===== config.mk =====
export PLATFORM = sky130hd
export DESIGN_NAME = mask_test_unit
export DESIGN_NICKNAME = d
export VERILOG_FILES = /design/src/rtl/mtu_pkg.sv /design/src/rtl/mtu_mask_gen.sv /design/src/rtl/mtu_bit_update.sv /design/src/rtl/mtu_skip_eval.sv /design/src/rtl/mask_test_unit.sv
export SDC_FILE = /design/constraint.sdc
export NUM_CORES = 1
export LEC_CHECK = 0
export BUFFER_PORTS_ARGS = -buffer_cell sky130_fd_sc_hd__buf_2
export CAP_MARGIN = 20
export CELL_PAD_IN_SITES_DETAIL_PLACEMENT = 0
export CELL_PAD_IN_SITES_GLOBAL_PLACEMENT = 1
export CORE_MARGIN = 3
export CORE_UTILIZATION = 30
export CTS_BUF_LIST = sky130_fd_sc_hd__clkbuf_16
export CTS_CLUSTER_DIAMETER = 80
export CTS_CLUSTER_SIZE = 24
export DETAILED_ROUTE_END_ITERATION = 10
export HOLD_SLACK_MARGIN = 0.03
export PLACE_DENSITY = 0.83
export SLEW_MARGIN = 20
export SYNTH_ARGS = -nofsm -noshare
export SYNTH_HDL_FRONTEND = slang
export SYNTH_SLANG_ARGS = --single-unit

===== constraint.sdc =====
create_clock -name clk -period 1.8 [get_ports clk]
set_input_delay 0.36 -clock clk [delete_from_list [all_inputs] [get_ports clk]]
set_output_delay 0.36 -clock clk [all_outputs]
set_load 0.01 [all_outputs]

===== src/rtl/mtu_pkg.sv =====
package mtu_pkg;

   typedef enum logic [1:0] {
      MSRC_ADDR_LO  = 2'd0,
      MSRC_ADDR_HI  = 2'd1,
      MSRC_MEM      = 2'd2,
      MSRC_MEM_SWAP = 2'd3
   } msrc_e;

   typedef enum logic [1:0] {
      ACT_KEEP  = 2'd0,
      ACT_CLEAR = 2'd1,
      ACT_FLIP  = 2'd2,
      ACT_SET   = 2'd3
   } act_e;

   typedef enum logic [1:0] {
      SKP_NEVER  = 2'd0,
      SKP_ALWAYS = 2'd1,
      SKP_ZERO   = 2'd2,
      SKP_ANY    = 2'd3
   } skip_e;

   // Result of one masked bit under a given action
   function automatic logic masked_bit(input act_e act, input logic b);
      case (act)
         ACT_CLEAR: masked_bit = 1'b0;
         ACT_FLIP:  masked_bit = ~b;
         ACT_SET:   masked_bit = 1'b1;
         default:   masked_bit = b;
      endcase
   endfunction

endpackage


===== src/rtl/mtu_mask_gen.sv =====
module mtu_mask_gen
   import mtu_pkg::*;
#(
   parameter int WORD_W = 36,
   localparam int HALF_W = WORD_W / 2
) (
   input  logic [HALF_W-1:0] addr,
   input  logic [WORD_W-1:0] mem,
   input  msrc_e             sel,
   output logic [WORD_W-1:0] mask
);

   logic [HALF_W-1:0] mem_hi;
   logic [HALF_W-1:0] mem_lo;

   assign mem_hi = mem[WORD_W-1:HALF_W];
   assign mem_lo = mem[HALF_W-1:0];

   always_comb begin
      case (sel)
         MSRC_ADDR_LO:  mask = {{HALF_W{1'b0}}, addr};
         MSRC_ADDR_HI:  mask = {addr, {HALF_W{1'b0}}};
         MSRC_MEM:      mask = mem;
         MSRC_MEM_SWAP: mask = {mem_lo, mem_hi};
         default:       mask = '0;
      endcase
   end

endmodule


===== src/rtl/mtu_bit_update.sv =====
module mtu_bit_update
   import mtu_pkg::*;
#(
   parameter int WORD_W = 36
) (
   input  logic [WORD_W-1:0] reg_in,
   input  logic [WORD_W-1:0] mask,
   input  act_e              act,
   output logic [WORD_W-1:0] reg_out,
   output logic              we
);

   for (genvar i = 0; i < WORD_W; i++) begin : g_bit
      assign reg_out[i] = mask[i] ? masked_bit(act, reg_in[i]) : reg_in[i];
   end

   assign we = (act != ACT_KEEP);

endmodule


===== src/rtl/mtu_skip_eval.sv =====
module mtu_skip_eval
   import mtu_pkg::*;
#(
   parameter int WORD_W = 36
) (
   input  logic [WORD_W-1:0] reg_in,
   input  logic [WORD_W-1:0] mask,
   input  skip_e             cond,
   output logic              skip
);

   logic any_hit;

   assign any_hit = |(reg_in & mask);

   always_comb begin
      case (cond)
         SKP_NEVER:  skip = 1'b0;
         SKP_ALWAYS: skip = 1'b1;
         SKP_ZERO:   skip = ~any_hit;
         SKP_ANY:    skip = any_hit;
         default:    skip = 1'b0;
      endcase
   end

endmodule


===== src/rtl/mask_test_unit.sv =====
module mask_test_unit
   import mtu_pkg::*;
#(
   parameter int WORD_W = 36,
   localparam int HALF_W = WORD_W / 2
) (
   input  logic              clk,
   input  logic              rst_n,
   input  logic              in_valid,
   input  logic [WORD_W-1:0] reg_val,
   input  logic [WORD_W-1:0] mem_val,
   input  logic [HALF_W-1:0] eff_addr,
   input  logic [1:0]        mask_sel,
   input  logic [1:0]        act_sel,
   input  logic [1:0]        skip_sel,
   output logic              out_valid,
   output logic [WORD_W-1:0] new_reg,
   output logic              reg_we,
   output logic              skip_out
);

   if ((WORD_W % 2) != 0 || WORD_W < 2) begin : g_bad_width
      $error("mask_test_unit: WORD_W must be even and at least 2");
   end

   logic [WORD_W-1:0] mask_w;
   logic [WORD_W-1:0] upd_w;
   logic              we_w;
   logic              skip_w;

   mtu_mask_gen #(.WORD_W(WORD_W)) u_mask (
      .addr (eff_addr),
      .mem  (mem_val),
      .sel  (msrc_e'(mask_sel)),
      .mask (mask_w)
   );

   mtu_bit_update #(.WORD_W(WORD_W)) u_upd (
      .reg_in  (reg_val),
      .mask    (mask_w),
      .act     (act_e'(act_sel)),
      .reg_out (upd_w),
      .we      (we_w)
   );

   // Test uses the unmodified register, in parallel with the update
   mtu_skip_eval #(.WORD_W(WORD_W)) u_skip (
      .reg_in (reg_val),
      .mask   (mask_w),
      .cond   (skip_e'(skip_sel)),
      .skip   (skip_w)
   );

   always_ff @(posedge clk) begin
      if (!rst_n) begin
         out_valid <= 1'b0;
         new_reg   <= '0;
         reg_we    <= 1'b0;
         skip_out  <= 1'b0;
      end else begin
         out_valid <= in_valid;
         reg_we    <= in_valid & we_w;
         skip_out  <= in_valid & skip_w;
         if (in_valid) begin
            new_reg <= upd_w;
         end
      end
   end

endmodule


==> results.tsv <==
stage	metric	value	unit
clock_tree	clkTransAtPathRegs	0.07	ns
clock_tree	cts_buffers	5	
yosys	syn_nets	508	
global_routing	grt_usage	19.7	%
drt	remaining_drc_errors	0	
placed_design	numPortBuffers	137	
floorplanning	core_area	10000	um^2
critical_path	required	2.03	ns
global_routing	gr-usage-met2	30.9	%
run	drv_cap	0	
clock_tree	cts_setup_buffers	0	
layout	fin_util	47.1	%
critical_path	critical_path.max_fanout	13	
global_routing	overflow	0	
drt	wl_per_cell	17.3	um
global_routing	grt_max_degree	45	
sta	finalSetupViolCount	0	
critical_path	r2r_start	new_reg[3]	
placed_design	hpwl	9730	um
sta	setup_total_negative_slack	0	ns
yosys	syn_inst	409	
global_routing	use_met1	27.5	%
clock_tree	clockBufferDepth	2	
drt	drt-vias-per-instance	5.19	
yosys	synth_cell_types	33	
clock_tree	htree_levels	2	
yosys	synth_top_area_share	24.8	%
layout	diodes	0	
sta	period_share	95.1	%
worst_hold_path	hp-start	act_sel[0]	
floorplanning	die_h	108	um
worst_hold_path	min_path_cells	2	
outcome	run_status	finished, final reports clean	
critical_path	critPathLaunchType	input pin	
global_routing	antenna_found_initial	0	
critical_path	cp.arrival	1.94	ns
clock_tree	clkLatencyLatePin	0.28	ns
clock_tree	cts_root_buf	clkbuf_16	
yosys	ys_seq_area_share	24.8	%
yosys	ys_ff_latch	39	
drt	wl	12400	um
sta	hold_viol_final	0	
yosys	syn_avg_cell_area	7.70	um^2
drt	drt_iter0_drc	258	
power	irDropWorstVdd	0.369	mV
worst_hold_path	hold_class	input pin to flop	
layout	largest_reg_flops	36	
power	p_leak	0.00241	uW
yosys	yosys-top-cells-area	dfxtp_1 25%, mux2i_1 16%, a21oi_1 9.5%	
layout	fill_cells	1012	
worst_hold_path	hold_end	reg_we	
sta	fin_skew	0	ns
clock_tree	cts_tree	built	
sta	final_max_slew_viol_count	0	
global_routing	grt_busiest_layer	met2	
placed_design	gp_routability_congestion	0.934	
critical_path	startpoint	mask_sel[0]	
global_routing	use_met3	4.30	%
sta	fin_crit	1.71	ns
floorplanning	ios	138	
floorplanning	initial_core_util	31.5	%
global_routing	grt_first_pass_wirelength	18000	um
global_routing	grt_pass1_vias	3386	
critical_path	endpoint_kind	flop	
critical_path	r2r_end	new_reg[3]	
yosys	yosys.area.top_type	dfxtp_1	
power	power.density	644	nW/um^2
drt	firstDrtPassIters	5	
drt	num_vias	3724	
layout	drive_above_1_share	38.6	%
critical_path	regToRegSetupSlack	1.18	ns
sta	slew_headroom	66.8	%
layout	nets	683	
layout	area.growth.synth_to_final	49.5	%
yosys	synth_area	3150	um^2
clock_tree	cts_sinks	39	
critical_path	criticalPathCategory	input pin to flop	
drt	ant_nets	0	
sta	max_freq	584	MHz
yosys	yosys_warnings	0	
critical_path	reg2reg_depth	2	
floorplanning	dieArea	11800	um^2
floorplanning	num_rows	36	
floorplanning	die_x	108	um
sta	worst_pin_slew	0.492	ns
[metrics by stage]
step	total power (uW)	hold slack, ns	worst slack [ns]	instances	area (um^2)
after floorplan	1480	0.470	-0.00832	409	3160
after global placement	1940	0.465	-0.605	709	4370
after detailed placement	1950	0.469	-0.615	709	4370
after CTS	3000	0.302	0.00297	717	4550
after global routing	3180	0.314	-0.0283	718	4710
final	3030	0.311	0.0890	718	4710
[layout by cell type, fill, tap and decap left out, drive strengths merged, types with 9 or more instances in the layout]
cell type / synthesis / routed
a21o: 38 / 38
a21oi: 60 / 60
a22oi: 14 / 14
buf: 15 / 202
dfxtp: 39 / 39
inv: 9 / 9
mux2i: 50 / 50
nand2: 20 / 20
nand2b: 9 / 9
nand3: 25 / 25
nand3b: 17 / 17
nor2b: 32 / 32
o21ai: 34 / 34
[layer usage]
metal  routed length (um)  vias up
met2                 5620      168
met5                    0        -
met1                 5530     1699
met4                  160        0
met3                 1110       10
li1                     -     1847
[area by class of cell]
| class | instances | area [um^2] | area share, % |
|---|---|---|---|
| sequential | 39 | 781 | 16.6 |
| clock buffer | 5 | 125 | 2.66 |
| clock inverter | 3 | 38.8 | 0.824 |
| timing repair buffer | 203 | 1290 | 27.5 |
| tap | 133 | 166 | 3.54 |
| multi-input combinational | 326 | 2260 | 48.0 |
| inverter | 9 | 41.3 | 0.877 |
[report_power, final]
group          internal (uW)  switching [uW]
combinational            509             525
sequential               927            31.1
clock                    648             393
[repair_timing]
item,in CTS,in global routing
cloned,0,1
endpoints found under the setup margin,2,1
pin swaps,0,3
hold buffers,0,0
endpoints found under the hold margin,0,0
resized for setup,6,29
[critical path, cell delays in order]
cell and delay (ns):
buf_8 0.12, buf_6 0.14, buf_8 0.14, nand3b_1 0.13, o21ai_2 0.08, a222oi_1 0.34, nand3_1 0.16, nor4_2 0.27
mux2i_1 0.20
[cells in the mapped netlist]
| master | count |
|---|---|
| nand2b_1 | 9 |
| clkbuf_1 | 19 |
| o22ai_1 | 2 |
| mux2i_1 | 49 |
| nand3_1 | 25 |
| and2_1 | 1 |
| o32ai_1 | 2 |
| o21ai_0 | 25 |
| mux2_4 | 1 |
| nor4_2 | 2 |
| inv_1 | 8 |
| o2bb2ai_1 | 2 |
| clkbuf_2 | 1 |
| o21a_1 | 1 |
| buf_1 | 6 |
| a222oi_1 | 2 |
| nand3b_1 | 17 |
| buf_2 | 7 |
| o21ai_1 | 9 |
| o311ai_1 | 1 |
| a21boi_0 | 7 |
| nand4_1 | 3 |
| a22oi_1 | 14 |
| dfxtp_1 | 39 |
| nor2b_1 | 32 |
| mux2i_2 | 1 |
| a22o_1 | 2 |
| nand4b_1 | 1 |
| a21o_1 | 38 |
| nand2_1 | 20 |
| inv_2 | 1 |
| a21oi_1 | 60 |
| buf_6 | 2 |
[cells by family (layout without fill, tap and decap cells)]
family | after synthesis | count (layout) | synth area share (%)
compound gates | 165 | 165 | 32.2
buf+inv | 44 | 220 | 6.04
flops | 39 | 39 | 24.8
mux | 51 | 51 | 16.5
simple gates | 110 | 110 | 20.4
[how the worst max path moves through the flow]
stage / to / cells past startpoint
floorplan: skip_out / 8
global placement: skip_out / 8
detailed placement: skip_out / 8
CTS: skip_out / 9
global route: skip_out / 9
finish: skip_out / 9
Note: power is estimated with default switching activity, not from simulation.
